**src/rtl/ld_align_pkg.sv**
```systemverilog
package ld_align_pkg;
    localparam int LD_LANES = 4;
    localparam int LD_OFF_W = $clog2(LD_LANES);

    typedef enum logic [1:0] {
        SZ_BYTE = 2'b00,
        SZ_HALF = 2'b01,
        SZ_WORD = 2'b10,
        SZ_BAD  = 2'b11
    } ld_size_e;

    typedef struct packed {
        ld_size_e              size;
        logic                  sgn;
        logic                  swap;
        logic [LD_OFF_W-1:0]   off;
    } ld_attr_t;
endpackage

```
**src/rtl/ld_attr_sel.sv**
```systemverilog
module ld_attr_sel
    import ld_align_pkg::*;
(
    input  logic                use_miss,
    input  logic [1:0]          cur_size,
    input  logic                cur_signed,
    input  logic                cur_swap,
    input  logic [LD_OFF_W-1:0] cur_offset,
    input  logic [1:0]          miss_size,
    input  logic                miss_signed,
    input  logic                miss_swap,
    input  logic [LD_OFF_W-1:0] fill_offset,
    output ld_attr_t            attr
);
    ld_attr_t cur_attr;
    ld_attr_t miss_attr;

    always_comb begin
        cur_attr.size  = ld_size_e'(cur_size);
        cur_attr.sgn   = cur_signed;
        cur_attr.swap  = cur_swap;
        cur_attr.off   = cur_offset;
        miss_attr.size = ld_size_e'(miss_size);
        miss_attr.sgn  = miss_signed;
        miss_attr.swap = miss_swap;
        miss_attr.off  = fill_offset;
        attr = use_miss ? miss_attr : cur_attr;
    end
endmodule

```
**src/rtl/ld_lane_steer.sv**
```systemverilog
module ld_lane_steer
    import ld_align_pkg::*;
#(
    parameter int BYTE_W = 8
) (
    input  logic [BYTE_W*LD_LANES-1:0] raw_word,
    input  ld_attr_t                   attr,
    output logic [BYTE_W*LD_LANES-1:0] steered
);
    localparam int DATA_W = BYTE_W * LD_LANES;
    localparam int HALF_W = 2 * BYTE_W;

    logic [BYTE_W-1:0] lane [LD_LANES];
    logic [DATA_W-1:0] reversed;

    genvar gi;
    generate
        for (gi = 0; gi < LD_LANES; gi++) begin : g_lane
            assign lane[gi] = raw_word[gi*BYTE_W +: BYTE_W];
            assign reversed[gi*BYTE_W +: BYTE_W] = lane[LD_LANES-1-gi];
        end
    endgenerate

    logic [LD_OFF_W-1:0] byte_idx;
    logic [LD_OFF_W-1:0] half_base;
    logic [LD_OFF_W-1:0] half_hi;
    logic [LD_OFF_W-1:0] half_lo;
    logic [HALF_W-1:0]   half_val;

    always_comb begin
        byte_idx  = LD_OFF_W'(LD_LANES - 1) - attr.off;
        half_base = {attr.off[LD_OFF_W-1:1], 1'b0};
        half_hi   = LD_OFF_W'(LD_LANES - 1) - half_base;
        half_lo   = half_hi - LD_OFF_W'(1);
        half_val  = attr.swap ? {lane[half_lo], lane[half_hi]}
                              : {lane[half_hi], lane[half_lo]};
        steered   = '0;
        unique case (attr.size)
            SZ_BYTE: steered[BYTE_W-1:0] = lane[byte_idx];
            SZ_HALF: steered[HALF_W-1:0] = half_val;
            SZ_WORD,
            SZ_BAD:  steered = attr.swap ? reversed : raw_word;
        endcase
    end
endmodule

```
**src/rtl/ld_sign_ext.sv**
```systemverilog
module ld_sign_ext
    import ld_align_pkg::*;
#(
    parameter int BYTE_W = 8
) (
    input  logic [BYTE_W*LD_LANES-1:0] steered,
    input  ld_attr_t                   attr,
    output logic [BYTE_W*LD_LANES-1:0] extended
);
    localparam int DATA_W = BYTE_W * LD_LANES;
    localparam int HALF_W = 2 * BYTE_W;

    logic byte_top;
    logic half_top;

    always_comb begin
        byte_top = attr.sgn & steered[BYTE_W-1];
        half_top = attr.sgn & steered[HALF_W-1];
        unique case (attr.size)
            SZ_BYTE: extended = {{(DATA_W-BYTE_W){byte_top}}, steered[BYTE_W-1:0]};
            SZ_HALF: extended = {{(DATA_W-HALF_W){half_top}}, steered[HALF_W-1:0]};
            SZ_WORD,
            SZ_BAD:  extended = steered;
        endcase
    end
endmodule

```
**src/rtl/ld_align_unit.sv**
```systemverilog
module ld_align_unit
    import ld_align_pkg::*;
#(
    parameter int BYTE_W = 8
) (
    input  logic                       clk,
    input  logic                       rst_n,
    input  logic                       in_valid,
    input  logic [BYTE_W*LD_LANES-1:0] raw_word,
    input  logic                       use_miss,
    input  logic [1:0]                 cur_size,
    input  logic                       cur_signed,
    input  logic                       cur_swap,
    input  logic [LD_OFF_W-1:0]        cur_offset,
    input  logic [1:0]                 miss_size,
    input  logic                       miss_signed,
    input  logic                       miss_swap,
    input  logic [LD_OFF_W-1:0]        fill_offset,
    output logic [BYTE_W*LD_LANES-1:0] out_data,
    output logic                       out_valid,
    output logic                       out_size_err
);
    localparam int DATA_W = BYTE_W * LD_LANES;
    localparam int HALF_W = 2 * BYTE_W;

    ld_attr_t          eff_attr;
    logic [DATA_W-1:0] steered;
    logic [DATA_W-1:0] aligned;

    ld_attr_sel u_sel (
        .use_miss    (use_miss),
        .cur_size    (cur_size),
        .cur_signed  (cur_signed),
        .cur_swap    (cur_swap),
        .cur_offset  (cur_offset),
        .miss_size   (miss_size),
        .miss_signed (miss_signed),
        .miss_swap   (miss_swap),
        .fill_offset (fill_offset),
        .attr        (eff_attr)
    );

    ld_lane_steer #(.BYTE_W(BYTE_W)) u_steer (
        .raw_word (raw_word),
        .attr     (eff_attr),
        .steered  (steered)
    );

    ld_sign_ext #(.BYTE_W(BYTE_W)) u_ext (
        .steered  (steered),
        .attr     (eff_attr),
        .extended (aligned)
    );

    always_ff @(posedge clk) begin
        if (!rst_n) begin
            out_data     <= '0;
            out_valid    <= 1'b0;
            out_size_err <= 1'b0;
        end else begin
            out_data     <= in_valid ? aligned : '0;
            out_valid    <= in_valid;
            out_size_err <= in_valid && (eff_attr.size == SZ_BAD);
        end
    end

    // one-cycle latency of the valid flag
    a_r8_valid_follows: assert property (@(posedge clk) disable iff (!rst_n)
        in_valid |=> out_valid);
    a_r8_idle_follows: assert property (@(posedge clk) disable iff (!rst_n)
        !in_valid |=> (!out_valid && out_data == '0 && !out_size_err));
    // illegal size code flagged
    a_r7_bad_size_flag: assert property (@(posedge clk) disable iff (!rst_n)
        (in_valid && eff_attr.size == SZ_BAD) |=> out_size_err);
    // unsigned narrow loads have clear upper bits
    a_r4_byte_zero_fill: assert property (@(posedge clk) disable iff (!rst_n)
        (in_valid && !eff_attr.sgn && eff_attr.size == SZ_BYTE)
        |=> out_data[DATA_W-1:BYTE_W] == '0);
    a_r4_half_zero_fill: assert property (@(posedge clk) disable iff (!rst_n)
        (in_valid && !eff_attr.sgn && eff_attr.size == SZ_HALF)
        |=> out_data[DATA_W-1:HALF_W] == '0);
    // signed narrow loads replicate the field's top bit
    a_r5_half_sign_fill: assert property (@(posedge clk) disable iff (!rst_n)
        (in_valid && eff_attr.sgn && eff_attr.size == SZ_HALF)
        |=> out_data[DATA_W-1:HALF_W] == {(DATA_W-HALF_W){out_data[HALF_W-1]}});
    a_r5_byte_sign_fill: assert property (@(posedge clk) disable iff (!rst_n)
        (in_valid && eff_attr.sgn && eff_attr.size == SZ_BYTE)
        |=> out_data[DATA_W-1:BYTE_W] == {(DATA_W-BYTE_W){out_data[BYTE_W-1]}});
endmodule

```
**config.mk**
```make
export PLATFORM = sky130hd
export DESIGN_NAME = ld_align_unit
export DESIGN_NICKNAME = d
export VERILOG_FILES = /design/src/rtl/ld_align_pkg.sv /design/src/rtl/ld_attr_sel.sv /design/src/rtl/ld_lane_steer.sv /design/src/rtl/ld_sign_ext.sv /design/src/rtl/ld_align_unit.sv
export SDC_FILE = /design/constraint.sdc
export NUM_CORES = 1
export LEC_CHECK = 0
export CORE_UTILIZATION = 48
export DETAILED_ROUTE_END_ITERATION = 12
export PLACE_DENSITY_LB_ADDON = 0.2
export SYNTH_ARGS = -nofsm -noshare
export SYNTH_HDL_FRONTEND = slang
export SYNTH_SLANG_ARGS = --single-unit
```
**constraint.sdc**
```tcl
create_clock -name clk -period 5.9 [get_ports clk]
set_clock_uncertainty 0.2 [all_clocks]
set_input_delay 1.18 -clock clk [delete_from_list [all_inputs] [get_ports clk]]
set_output_delay 1.18 -clock clk [all_outputs]
set_load 0.01 [all_outputs]
```
==> results of run 1 <==
[worst max-delay path by stage]
| stage | to | start | slack, ns | cells past startpoint |
|---|---|---|---|---|
| after global placement | out_data[29] | use_miss | 1.79 | 6 |
| after global routing | out_data[10] | use_miss | 1.83 | 6 |
| after CTS | out_data[21] | use_miss | 2.06 | 6 |
| after detailed placement | out_data[21] | use_miss | 1.77 | 6 |
| after floorplan | out_data[21] | use_miss | 2.80 | 7 |
| final | out_data[21] | use_miss | 2.00 | 6 |
[worst min-delay path, stage by stage]
cell and delay (ns):
clkdlybuf4s50_1 0.44, nand2_1 0.07, a31oi_1 0.07
[sequential cells by signal, summed over array words and instances (netlist names)]
signal / count
out_size_err: 1
out_valid: 1
out_data: 32
[cell usage in the layout (no fill, tap or decap), drive strengths merged, types with 5 or more instances in the layout]
cell type,synthesis,layout
a31oi,9,9
a21oi,18,18
nor2,10,10
o211ai,13,13
o21a,24,24
o21ai,39,39
clkdlybuf4s50,0,81
nand2,47,47
dfxtp,34,34
clkbuf,17,5
o22a,8,8
o221ai,6,6
mux2i,20,20
[power groups by stage]
stage,clock [mW],combinational (mW),sequential [mW]
after floorplan,0,0.0961,0.258
after global placement,0,0.186,0.251
after detailed placement,0,0.189,0.251
after CTS,0.264,0.191,0.246
after global routing,0.277,0.210,0.248
final,0.260,0.194,0.246
[synthesized netlist by cell type]
| cell type | count |
|---|---|
| nand2_1 | 47 |
| o21ai_0 | 39 |
| dfxtp_1 | 34 |
| o21a_1 | 24 |
| mux2i_1 | 20 |
| a21oi_1 | 18 |
| clkbuf_1 | 17 |
| o211ai_1 | 13 |
| nor2_1 | 10 |
| a31oi_1 | 9 |
| o22a_1 | 8 |
| o221ai_1 | 6 |
| buf_2 | 3 |
| nand2b_1 | 3 |
| a211oi_1 | 2 |
| a21o_1 | 2 |
| buf_6 | 2 |
| inv_1 | 2 |
| mux2_2 | 2 |
| nor3_1 | 2 |
| a211o_1 | 1 |
| a211o_4 | 1 |
| a21boi_0 | 1 |
| a311oi_1 | 1 |
| and3_1 | 1 |
| and4b_1 | 1 |
| buf_1 | 1 |
| clkinv_1 | 1 |
| mux2_4 | 1 |
| mux4_2 | 1 |
| nor4_1 | 1 |
| o22ai_1 | 1 |
| o31a_1 | 1 |
[cells by family (layout without fill, tap and decap cells)]
family | Yosys count | in the layout
flip-flops | 34 | 34
AO/OA/AOI/OAI | 127 | 127
AND/OR/NAND/NOR | 65 | 65
multiplexers | 24 | 24
buffers and inverters | 26 | 96
[metal layers]
layer,vias up,wire [µm]
met2,175,3230
met5,-,0
met4,0,180
met3,28,670
li1,1156,-
met1,1145,2830
[per-stage QoR]
stage | area [µm²] | instances | setup slack (ns) | hold WS (ns)
floorplan | 2150 | 276 | 2.80 | 1.13
global placement | 2960 | 388 | 1.79 | 1.64
detailed placement | 2960 | 388 | 1.77 | 1.63
CTS | 3100 | 396 | 2.06 | 1.31
global route | 3100 | 396 | 1.83 | 1.34
finish | 3100 | 396 | 2.00 | 1.31
[layout make-up]
class	instances	area [µm²]
flip-flops and latches	34	681
multi-input cells	216	1360
repair buffers	85	841
clock inverters	3	68.8
well taps	50	62.6
clock buffers	5	68.8
fillers	325	1050
inverters	3	11.3
==> summary.md, run 1 <==
| Metric | Value |
|---|---|
| TNS Setup | `0 ns` |
| Fin util | `0.747` |
| XOR/XNOR share of the synthesized area | `0` |
| Startpoint Class | `input port` |
| Fmax | `256 MHz` |
| Pin count of the biggest net entering global routing | `39` |
| DR pass1 iterations | `6` |
| P&R area growth vs syn | `43.8%` |
| Antenna cell count | `0` |
| Max-Cap Viols | `0` |
| Adder-Cell Fraction of Synth Area | `0` |
| Die width | `69.0 µm` |
| DRC errors left | `0` |
| Total clock sinks | `34` |
| Routed WL per cell | `17.4 µm` |
| Layout cell share with drive strength beyond 1 | `0.0549` |
| Ys Warns | `0` |
| Post-synthesis cell area | `0.00215 mm²` |
| Critical Path End Type | `flip-flop` |
| Syn_area_per_cell | `7.80 µm²` |
| Dpl hpwl | `4.64 mm` |
| GRT busiest layer | `met2` |
| Met1 usage | `0.400` |
| Largest cells by area after synthesis | `dfxtp_1, mux2i_1, o21ai_0` |
| Critical path required time | `5.87 ns` |
| Count of final hold-check violations | `0` |
| Die height | `69.0 µm` |
| # IOs | `82` |
| ANT nets after route | `0` |
| Pwr Density | `226 mW/mm²` |
| WP buf/inv | `1` |
| Unrepaired setup endpoints after global routing | `false` |
| # nets final | `393` |
| Tightest Pin Transition | `1.11 ns` |
| Gr ovfl total | `0` |
| Setup Crit Path Kind | `input port to flip-flop` |
| Min-Delay Path Class | `input port to flip-flop` |
| Max VDD drop | `159 µV` |
| TritonCTS Buffers | `5` |
| Post-synthesis compound-gate area fraction | `0.385` |
| Worst Hold End | `out_data[6]` |
| Sw Ratio | `0.278` |
| Share of the synthesized area in the top cell type | `0.316` |
| FP Rows | `23` |
| Syn_nets | `324` |
| Post-synthesis mux area share | `0.121` |
| Initial antenna violation count | `0` |
| Period utilization | `0.661` |
| Worst path slowest cell | `mux2i_2` |
| Status | `finished, final reports clean` |
| Syn Inst Count | `276` |
| Die ar. | `0.00476 mm²` |
| Yosys cell types | `33` |
| Dominant cell type by area after synthesis | `dfxtp_1` |
| First-pass GRT wire length | `10.7 mm` |
| Routed wire length | `6.91 mm` |
| Post-synthesis simple-gate area fraction | `0.123` |
| Yosys reg bits | `34` |
| Sequential share of the synthesized area | `0.316` |
| Initial Util | `0.519` |
| Hold Startpoint | `raw_word[30]` |
| Net Sw Power | `195 µW` |
| Starting DRT DRC Count | `312` |
| Gr usage total | `0.311` |
| Top Family by Delay on Critical Path | `multiplexers` |
| Clock-pin slew on the worst setup and hold paths | `0.08 ns` |
| Max Slew Vio Count | `0` |
| Post-CTS Setup Bufs | `0` |
| Via count | `2504` |
| Tot Pwr | `701 µW` |
| Rel. slew slack | `0.248` |
| Share of power burned in registers | `0.351` |
| CTS tree | `yes` |
| Gpl congestion | `0.843` |
| Leakage Power | `1.16 nW` |
| Grt met3 use | `0.0773` |
| Cell Int Power | `506 µW` |
| Vias per cell | `6.32` |
| Final critical-path required period | `3.90 ns` |
| Largest family of logic cells by synthesized area | `compound AO/OA/AOI/OAI gates` |
| Setup violators final | `0` |
| Combinational power share | `0.277` |
| PostCTS Resize Cnt | `0` |
| Post-CTS Hold Buffers | `0` |
| I/O Buffers | `81` |
| Core box area | `0.00414 mm²` |
| Vias in the first global route | `2196` |
| Min-Delay Path Depth | `3` |
| Critical path peak fanout | `16` |
| CP Cell Sequence | `clkdlybuf4s50_1 > mux2i_2 > mux4_2 > and3_1 > a211o_4 > o21a_1` |
| GR Layer Usage met2 | `0.482` |
| CTS H-tree lvls | `2` |
| Arr. time, crit path | `3.88 ns` |
| Clock share of power | `0.371` |
| CTS root buf | `clkbuf_8` |
| Clk buf depth | `2` |
| Crit-path max cell delay | `0.81 ns` |
Power figures use the tool's default switching activity.
==> inputs of run 2 (changes only) <==
- CORE_UTILIZATION: 48 -> 40
- clock period: 5.9 -> 3.3 ns (I/O delays scaled with it)
==> run 2 against run 1 <==
Clock power up 27%. Clock-buffer cell count up 1. Power is 60% higher. Cell area up 2.6%. Final cell count grew 8.3%.
==> summary.md, run 2 (synthesized netlist as in run 1, its figures left out) <==
| Metric | Value |
|---|---|
| Sw Ratio | `0.306` |
| Fillers | `472` |
| Via count | `2394` |
| Rel. slew slack | `0.746` |
| DRC errors left | `0` |
| # IOs | `82` |
| Pwr Density | `354 mW/mm²` |
| CTS tree | `yes` |
| Routed WL per cell | `15.7 µm` |
| Max reg flops | `32` |
| Final Worst Setup Slack | `0.546 ns` |
| First-pass GRT wire length | `10.6 mm` |
| ANT nets after route | `0` |
| Reg with most FFs | `out_data` |
| Pre-CTS WS | `0.251 ns` |
| CTS H-tree lvls | `2` |
| Leakage Power | `1.20 nW` |
| DR pass1 iterations | `4` |
| Largest regs | `out_data: 32 flops, out_size_err: 1 flops, out_valid: 1 flops` |
| TNS Setup | `0 ns` |
| Initial antenna violation count | `0` |
| Pin count of the biggest net entering global routing | `28` |
| Placed Cells | `421` |
| Gr ovfl total | `0` |
| Tot Pwr | `1.12 mW` |
| Core box area | `0.00514 mm²` |
| Max VDD drop | `239 µV` |
| Status | `finished, final reports clean` |
| Antenna cell count | `0` |
| Clk buf depth | `2` |
| TritonCTS Buffers | `5` |
| CP most frequent cell | `buf_4` |
| Fin util | `0.618` |
| Layout cell share with drive strength beyond 1 | `0.0891` |
| PostCTS Resize Cnt | `0` |
| Final critical-path required period | `2.75 ns` |
| Gpl congestion | `0.896` |
| Worst Hold End | `out_data[5]` |
| Dpl hpwl | `4.99 mm` |
| Worst path slowest cell | `clkdlybuf4s50_1` |
| Clock-pin slew on the worst setup and hold paths | `0.08 ns` |
| Startpoint Class | `input port` |
| Unrepaired setup endpoints after global routing | `false` |
| Combinational power share | `0.316` |
| Die width | `75.4 µm` |
| Critical path peak fanout | `21` |
| Post-CTS Setup Bufs | `0` |
| Critical path required time | `3.33 ns` |
| Net Sw Power | `345 µW` |
| Commonest non-fill, non-tap cell in the layout | `clkdlybuf4s50_1` |
| Die height | `75.4 µm` |
| Max-Cap Viols | `0` |
| Arr. time, crit path | `2.79 ns` |
| Share of power burned in registers | `0.391` |
| Max Slew Vio Count | `0` |
| Vias in the first global route | `2198` |
| Hold Startpoint | `raw_word[29]` |
| P&R area growth vs syn | `47.6%` |
| Period utilization | `0.834` |
| Clock share of power | `0.292` |
| CTS root buf | `clkbuf_8` |
| Die ar. | `0.00568 mm²` |
| Tightest Pin Transition | `0.381 ns` |
| I/O Buffers | `81` |
| Min-Delay Path Class | `input port to flip-flop` |
| Post-CTS Hold Buffers | `0` |
| Min-Delay Path Depth | `3` |
| Cell Int Power | `780 µW` |
| Routed wire length | `6.75 mm` |
| Vias per cell | `5.58` |
| Fin cells | `429` |
| Total clock sinks | `34` |
| Fmax | `363 MHz` |
| Most frequent cells in the layout | `clkdlybuf4s50_1, nand2_1, o21ai_0` |
| Critical Path End Type | `flip-flop` |
| Setup violators final | `0` |
| FP Rows | `26` |
| # nets final | `406` |
| Gr usage total | `0.250` |
| Crit-path max cell delay | `0.55 ns` |
| Starting DRT DRC Count | `249` |
| Setup Crit Path Kind | `input port to flip-flop` |
| Count of final hold-check violations | `0` |
| Initial Util | `0.419` |
| CP Cell Sequence | `clkdlybuf4s50_1 > buf_4 > buf_4 > mux2i_1 > buf_4 > a311oi_1 > a211oi_1 > o21a_1` |
## run 2: cell count changes in the layout (fill, tap and decap cells not counted), sizes merged
cell / change
buf: +13
clkinvlp: +1
bufinv: -2
clkbuf: +1
## run 2: power groups by stage
stage          clock network [mW]  registers, mW  logic (mW)
3_3_place_gp                    0          0.450       0.348
6_report                    0.329          0.440       0.356
3_5_place_dp                    0          0.449       0.352
5_1_grt                     0.357          0.442       0.387
4_1_cts                     0.336          0.440       0.354
2_1_floorplan                   0          0.461       0.172
## run 2: worst max-delay path, delay by kind of cell
family,cells,cell delay (ns)
buffers and inverters,4,1.30
multiplexers,1,0.36
AO/OA/AOI/OAI,3,0.46
## run 2: through the flow
step	hold WS (ns)	area [µm²]
after global placement	1.11	3080
after global routing	0.835	3180
after detailed placement	1.11	3080
after floorplan	0.610	2150
after CTS	0.806	3180
final	0.811	3180
## run 2: how the worst max path moves through the flow
stage | start | endpoint | slack, ns | cells after the start
finish | use_miss | out_data[9] | 0.55 | 8
global route | use_miss | out_data[9] | 0.41 | 8
CTS | use_miss | out_data[20] | 0.55 | 6
floorplan | use_miss | out_data[21] | 0.72 | 7
global placement | use_miss | out_data[28] | 0.28 | 6
detailed placement | use_miss | out_data[18] | 0.25 | 6
## run 2: per-layer routing
layer | vias to the layer above | GRT usage | routed length, µm
met1 | 1093 | 0.338 | 3030
met4 | 0 | 0.105 | 180
li1 | 1181 | - | -
met3 | 19 | 0.0489 | 511
met2 | 101 | 0.391 | 3030
met5 | - | 0 | 0
## run 2: area by class of cell
type                            instances  area, µm²  area share
Clock buffer                            6       82.6      0.0260
Clock inverter                          2       12.5     0.00394
Inverter                                3       11.3     0.00355
Multi-Input combinational cell        216       1360       0.429
Sequential cell                        34        681       0.214
Tap cell                               70       87.6      0.0276
Timing Repair Buffer                   98        938       0.296
